[src/rtl/tint_pkg.sv]
`timescale 1ns/1ps
package tint_pkg;

    localparam int unsigned DEF_NUM_CH = 5;
    localparam int unsigned DEF_DATA_W = 32;

    // What happens to one status flag in a cycle
    typedef enum logic [1:0] {
        EV_HOLD     = 2'd0,
        EV_SET      = 2'd1,
        EV_CLEAR    = 2'd2,
        EV_SET_WINS = 2'd3
    } stat_ev_e;

    // State held per channel
    typedef struct packed {
        logic en;
        logic stat;
        logic line;
    } ch_state_t;

    function automatic stat_ev_e classify_ev(input logic hit, input logic clr);
        if (hit && clr)
            return EV_SET_WINS;
        else if (hit)
            return EV_SET;
        else if (clr)
            return EV_CLEAR;
        return EV_HOLD;
    endfunction

endpackage

[src/rtl/irq_wr_decode.sv]
`timescale 1ns/1ps
module irq_wr_decode #(
    parameter int unsigned NUM_CH = tint_pkg::DEF_NUM_CH
) (
    input  logic                wr_en,
    input  logic [2*NUM_CH-1:0] wr_field,
    output logic                en_load,
    output logic [NUM_CH-1:0]   en_value,
    output logic [NUM_CH-1:0]   clr_mask
);
    localparam int unsigned STAT_LSB = NUM_CH;

    always_comb begin
        en_load  = wr_en;
        en_value = wr_field[NUM_CH-1:0];
        clr_mask = wr_en ? wr_field[STAT_LSB +: NUM_CH] : '0;
    end
endmodule

[src/rtl/irq_channel_slice.sv]
`timescale 1ns/1ps
module irq_channel_slice
    import tint_pkg::*;
(
    input  logic clk,
    input  logic rst,
    input  logic en_load,
    input  logic en_wr,
    input  logic clr_wr,
    input  logic expire,
    output logic en_q,
    output logic stat_q,
    output logic line_q
);
    ch_state_t cur, nxt;
    stat_ev_e  ev;

    always_comb begin
        ev       = classify_ev(expire, clr_wr);
        nxt      = cur;
        nxt.en   = en_load ? en_wr : cur.en;
        unique case (ev)
            EV_SET, EV_SET_WINS: nxt.stat = 1'b1;
            EV_CLEAR:            nxt.stat = 1'b0;
            default:             nxt.stat = cur.stat;
        endcase
        if (expire && cur.en)
            nxt.line = 1'b1;
        else if (ev == EV_CLEAR)
            nxt.line = 1'b0;
        else
            nxt.line = cur.line;
    end

    always_ff @(posedge clk) begin
        if (rst)
            cur <= '0;
        else
            cur <= nxt;
    end

    assign en_q   = cur.en;
    assign stat_q = cur.stat;
    assign line_q = cur.line;


    stat_on_expire_chk: assert property (@(posedge clk) disable iff (rst)
        expire |=> stat_q);

    line_on_enabled_expire_chk: assert property (@(posedge clk) disable iff (rst)
        (expire && en_q) |=> line_q);

    enable_load_chk: assert property (@(posedge clk) disable iff (rst)
        en_load |=> (en_q == $past(en_wr)));

    clear_drops_chk: assert property (@(posedge clk) disable iff (rst)
        (clr_wr && !expire) |=> (!stat_q && !line_q));

    expire_beats_clear_chk: assert property (@(posedge clk) disable iff (rst)
        (expire && clr_wr) |=> stat_q);

    no_spurious_rise_chk: assert property (@(posedge clk) disable iff (rst)
        (!line_q && !expire) |=> !line_q);

    line_holds_chk: assert property (@(posedge clk) disable iff (rst)
        (line_q && !clr_wr) |=> line_q);

    line_implies_stat_chk: assert property (@(posedge clk) disable iff (rst)
        line_q |-> stat_q);
endmodule

[src/rtl/irq_status_ctrl.sv]
`timescale 1ns/1ps
module irq_status_ctrl #(
    parameter int unsigned NUM_CH = tint_pkg::DEF_NUM_CH,
    parameter int unsigned DATA_W = tint_pkg::DEF_DATA_W
) (
    input  logic              clk,
    input  logic              rst,
    input  logic              wr_en,
    input  logic [DATA_W-1:0] wr_data,
    input  logic [NUM_CH-1:0] expire,
    output logic [DATA_W-1:0] rd_data,
    output logic [NUM_CH-1:0] irq
);
    localparam int unsigned STAT_LSB = NUM_CH;
    localparam int unsigned USED_W   = 2 * NUM_CH;

    logic              en_load;
    logic [NUM_CH-1:0] en_value;
    logic [NUM_CH-1:0] clr_mask;
    logic [NUM_CH-1:0] en_bits;
    logic [NUM_CH-1:0] stat_bits;

    irq_wr_decode #(.NUM_CH(NUM_CH)) u_dec (
        .wr_en    (wr_en),
        .wr_field (wr_data[USED_W-1:0]),
        .en_load  (en_load),
        .en_value (en_value),
        .clr_mask (clr_mask)
    );

    for (genvar g = 0; g < NUM_CH; g++) begin : g_ch
        irq_channel_slice u_slice (
            .clk     (clk),
            .rst     (rst),
            .en_load (en_load),
            .en_wr   (en_value[g]),
            .clr_wr  (clr_mask[g]),
            .expire  (expire[g]),
            .en_q    (en_bits[g]),
            .stat_q  (stat_bits[g]),
            .line_q  (irq[g])
        );
    end

    always_comb begin
        rd_data                         = '0;
        rd_data[NUM_CH-1:0]             = en_bits;
        rd_data[STAT_LSB +: NUM_CH]     = stat_bits;
    end

    if (DATA_W > USED_W) begin : g_hi

        upper_zero_chk: assert property (@(posedge clk) disable iff (rst)
            rd_data[DATA_W-1:USED_W] == '0);
    end


    irq_within_status_chk: assert property (@(posedge clk) disable iff (rst)
        (irq & ~rd_data[STAT_LSB +: NUM_CH]) == '0);
endmodule

[config.mk]
export PLATFORM = sky130hd
export DESIGN_NAME = irq_status_ctrl
export DESIGN_NICKNAME = d
export VERILOG_FILES = /design/src/rtl/tint_pkg.sv /design/src/rtl/irq_wr_decode.sv /design/src/rtl/irq_channel_slice.sv /design/src/rtl/irq_status_ctrl.sv
export SDC_FILE = /design/constraint.sdc
export NUM_CORES = 1
export LEC_CHECK = 0
export BUFFER_PORTS_ARGS = -buffer_cell sky130_fd_sc_hd__clkbuf_2
export CORE_MARGIN = 1
export CORE_UTILIZATION = 25
export DETAILED_ROUTE_END_ITERATION = 10
export GPL_TIMING_DRIVEN = 0
export SLEW_MARGIN = 20
export SYNTH_ARGS = -nofsm -noshare
export SYNTH_HDL_FRONTEND = slang
export SYNTH_SLANG_ARGS = --single-unit
[constraint.sdc]
create_clock -name clk -period 1 [get_ports clk]
set_input_delay 0.05 -clock clk [delete_from_list [all_inputs] [get_ports clk]]
set_output_delay 0.05 -clock clk [all_outputs]
set_load 0.005 [all_outputs]
==> impl_summary.txt <==
----------------------------------------------------
[Outcome]
  Outcome ... complete, no violations

[Power and ir drop]
  Part of the total power dissipated in the clock network ... 0.257
  Power, Total ... ~1.3 mW
  Portion of total power attributed to sequential cells ... 0.498
  Combinational share of power ... 0.246
  Total net switching power ... approximately 330 uW
  Leakage ... approximately 0.66 nW
  Largest voltage drop on the vdd net ... approximately 0.48 mV
  Fraction of power spent switching nets ... 0.249
  PD cells ... roughly 1100 mW/mm^2
  Internal ... roughly 1000 uW

[Floorplan]
  Vert. Die Dim ... ~60 um
  I/O pin cnt ... just under 80
  Die Footprint ... about 0.0037 mm^2
  Area inside the core boundary ... about 0.0033 mm^2
  Horizontal extent of the die ... a little over 60 um
  Initial Utilization ... 0.262
  Number of cell rows ... 21

[CTS]
  Inserted Clock Buffers ... 3
  Maximum number of buffers from clock root to sink ... 2
  CTS Sinks ... 15
  CTS H-tree lvls ... 1
  Number of buffers inserted to repair setup after CTS ... 0
  Worst skew pair latency ... between 0.2 and 0.3 ns
  CTS tree ... built
  Clock Root Buffer ... sky130_fd_sc_hd__clkbuf_4
  Clock-pin transition on the worst setup and hold timing paths ... 0.09 ns

[Routing]
  Violation count after the first detailed-routing iteration ... 1
  Length of the first detailed-routing pass in iterations ... 2
  Post-route antenna net violation count ... 0
  Average wire length per cell after detail routing ... just under 9 um
  Count of vias placed by the detailed router ... just under 700
  DRC ... 0
  Via density per instance ... 3.56
  Overall routed net length ... around 1700 um

[Timing]
  Total negative slack for setup checks ... 0 ns
  Layout Skew ... 0.000285 ns
  Maximum clock rate ... 1110 MHz
  Final count of hold timing violations ... 0
  Worst Slack Setup Final ... between 0.1 and 0.15 ns
  Final worst path period share ... 0.900
  Pins Over Slew Limit ... 0
  Final critical delay including setup and external delays ... about 0.90 ns
  Setup violations, final ... 0
  Setup repair after global routing missed its margin ... no

[Global routing]
  Aggregate global-route resource usage ... 0.0917
  Via count of the first global-routing pass ... roughly 560
  Global-route wire length before repair ... 2410 um
  Overflow left after global routing ... 0
  Pin count of the biggest net entering global routing ... 11
  Initial antenna violation count ... 0

[Layout]
  Final core occ ... 0.364
  Antenna diode count ... 0
  Area taken by flip-flops and latches ... about 300 um^2
  Number of nets in the layout ... 190
  Share of cells above drive strength 1 ... 0.564
  Filler cell count ... approximately 350
  P&R area growth vs syn ... 39.3%
  Combined area of the multi-input logic cells ... roughly 360 um^2

[Synth]
  Post-synthesis sequential area ratio ... 0.344
  Most used standard cells in the synthesized netlist ... 37 x sky130_fd_sc_hd__buf_4, 15 x sky130_fd_sc_hd__dfxtp_1
  Synth Area in Simple Gates ... 0.0215
  Most frequently used flop master after synthesis ... sky130_fd_sc_hd__dfxtp_1
  Proportion of synthesized area in mux cells ... 0.0573
  Post-synthesis register bit count ... 15
  Summed instance area of the synthesized netlist ... around 870 um^2
  Synthesis Warnings ... 0
  Largest area contributor in the synthesized netlist ... sky130_fd_sc_hd__dfxtp_1
  Most common cell in the synthesized netlist ... sky130_fd_sc_hd__buf_4
  Async set or reset register ratio after synthesis ... 0
  Dominant combinational cell family by area after synthesis ... buffers and inverters
  Post-synthesis adder-cell area fraction ... 0
  Post-Synth XOR/XNOR Area ... 0
  Number of cells produced by synthesis ... 90
  Yosys top cell area share ... 0.344
  Fraction of the mapped netlist area in compound gates ... 0.236
  Average cell area after synthesis ... approximately 9.7 um^2
  Number of library cell types mapped by synthesis ... 12
  EDFF count, synth ... 0
  Ranking of synthesized cells by area ... sky130_fd_sc_hd__dfxtp_1 34%, sky130_fd_sc_hd__buf_4 32%, sky130_fd_sc_hd__a21bo_1 5.7%

[Place]
  Placer Congestion ... 0.642
  Count of input and output buffers ... 32
  Estimated wirelength of the detail-placed design ... approximately 1400 um
  Pre-CTS setup slack ... 0.163 ns

[Critical path]
  Kind of end point of the critical path ... primary output
  Arrival time of data at the critical path endpoint ... between 0.8 and 0.9 ns
  Required arrival time at the worst endpoint ... between 0.9 and 1 ns
  Series of cell instances along the critical path ... buf_4 -> clkbuf_2
  Slowest stage delay, CP ... 0.37 ns
  Maximum fanout count along the critical path ... 3
  Worst Path Class, Setup ... reg2out
  Startpoint type of the worst setup path ... register
  Library cell contributing the largest single delay on the critical path ... sky130_fd_sc_hd__dfxtp_1

[Min path]
  Class of the tightest hold or removal check ... in2reg

[Run]
  Max-cap violation count ... 0

----------------------------------------------------
power groups by stage:
stage / sequential (mW) / clock [mW] / combinational (mW)
4_1_cts: 0.660 / 0.358 / 0.328
6_report: 0.659 / 0.340 / 0.326
3_5_place_dp: 0.673 / 0 / 0.322
5_1_grt: 0.665 / 0.379 / 0.366
2_1_floorplan: 0.666 / 0 / 0.226
3_3_place_gp: 0.671 / 0 / 0.315
path summary, 6_finish.rpt:
path | start | endpoint | slack, ns | depth (start not counted)
setup reg to reg | g_ch[1].u_slice.line_q | g_ch[1].u_slice.line_q | 0.23 | 2
setup / recovery | g_ch[0].u_slice.en_q | rd_data[0] | 0.10 | 2
hold reg to reg | g_ch[1].u_slice.en_q | g_ch[1].u_slice.en_q | 0.53 | 2
hold / removal | wr_data[3] | g_ch[3].u_slice.en_q | 0.01 | 3
worst max-delay path: cells and delay by family, from the launching register on:
kind                   cells  cell delay (ns)
buffers and inverters      2             0.21
flip-flops                 1             0.37
state kept, by name (all words and copies together) (netlist names):
register             count
g_ch.u_slice.en_q        5
g_ch.u_slice.line_q      5
g_ch.u_slice.stat_q      5
area by class of cell:
class / count / area share
timing repair buffer: 34 / 0.148
multi-input combinational: 57 / 0.294
clock buffer: 4 / 0.0216
sequential: 15 / 0.247
tap: 46 / 0.0473
buffer: 39 / 0.242
metal layers:
| metal | up-vias | part of all wire | track usage |
|---|---|---|---|
| li1 | 360 | - | - |
| met1 | 304 | 0.41 | 0.105 |
| met3 | 0 | 0.079 | 0.0189 |
| met4 | 0 | 0 | 0.0390 |
| met2 | 30 | 0.51 | 0.165 |
| met5 | - | 0 | 0 |
metrics by stage:
step                      std cells  area [um^2]  hold WS (ns)
final                           195         1220        0.0104
after global routing            195         1220        0.0143
after CTS                       195         1220       0.00195
after detailed placement        189         1170         0.294
after global placement          189         1170         0.283
after floorplan                 111          952         0.192
timing repair:
action,CTS,global route
hold buffers,2,0
gates resized for setup,0,0
hold endpoints to repair,2,0
cell usage in the layout (no fill, tap or decap):
| cell | instances |
|---|---|
| sky130_fd_sc_hd__o21ai_0 | 5 |
| sky130_fd_sc_hd__clkbuf_4 | 3 |
| sky130_fd_sc_hd__a21boi_0 | 5 |
| sky130_fd_sc_hd__buf_4 | 37 |
| sky130_fd_sc_hd__buf_2 | 1 |
| sky130_fd_sc_hd__clkbuf_2 | 32 |
| sky130_fd_sc_hd__nor2_1 | 5 |
| sky130_fd_sc_hd__mux2i_1 | 5 |
| sky130_fd_sc_hd__a21bo_1 | 5 |
| sky130_fd_sc_hd__a21oi_2 | 5 |
| sky130_fd_sc_hd__buf_6 | 1 |
| sky130_fd_sc_hd__dfxtp_1 | 15 |
| sky130_fd_sc_hd__o21ba_2 | 5 |
| sky130_fd_sc_hd__conb_1 | 22 |
| sky130_fd_sc_hd__dlygate4sd3_1 | 2 |
| sky130_fd_sc_hd__clkbuf_1 | 1 |
logic make-up (layout without fill, tap and decap cells):
family | after synthesis | count (layout)
compound gates | 25 | 25
buf+inv | 39 | 77
other cells | 1 | 22
flops | 15 | 15
simple gates | 5 | 5
mux | 5 | 5
Power figures use the tool's default switching activity.
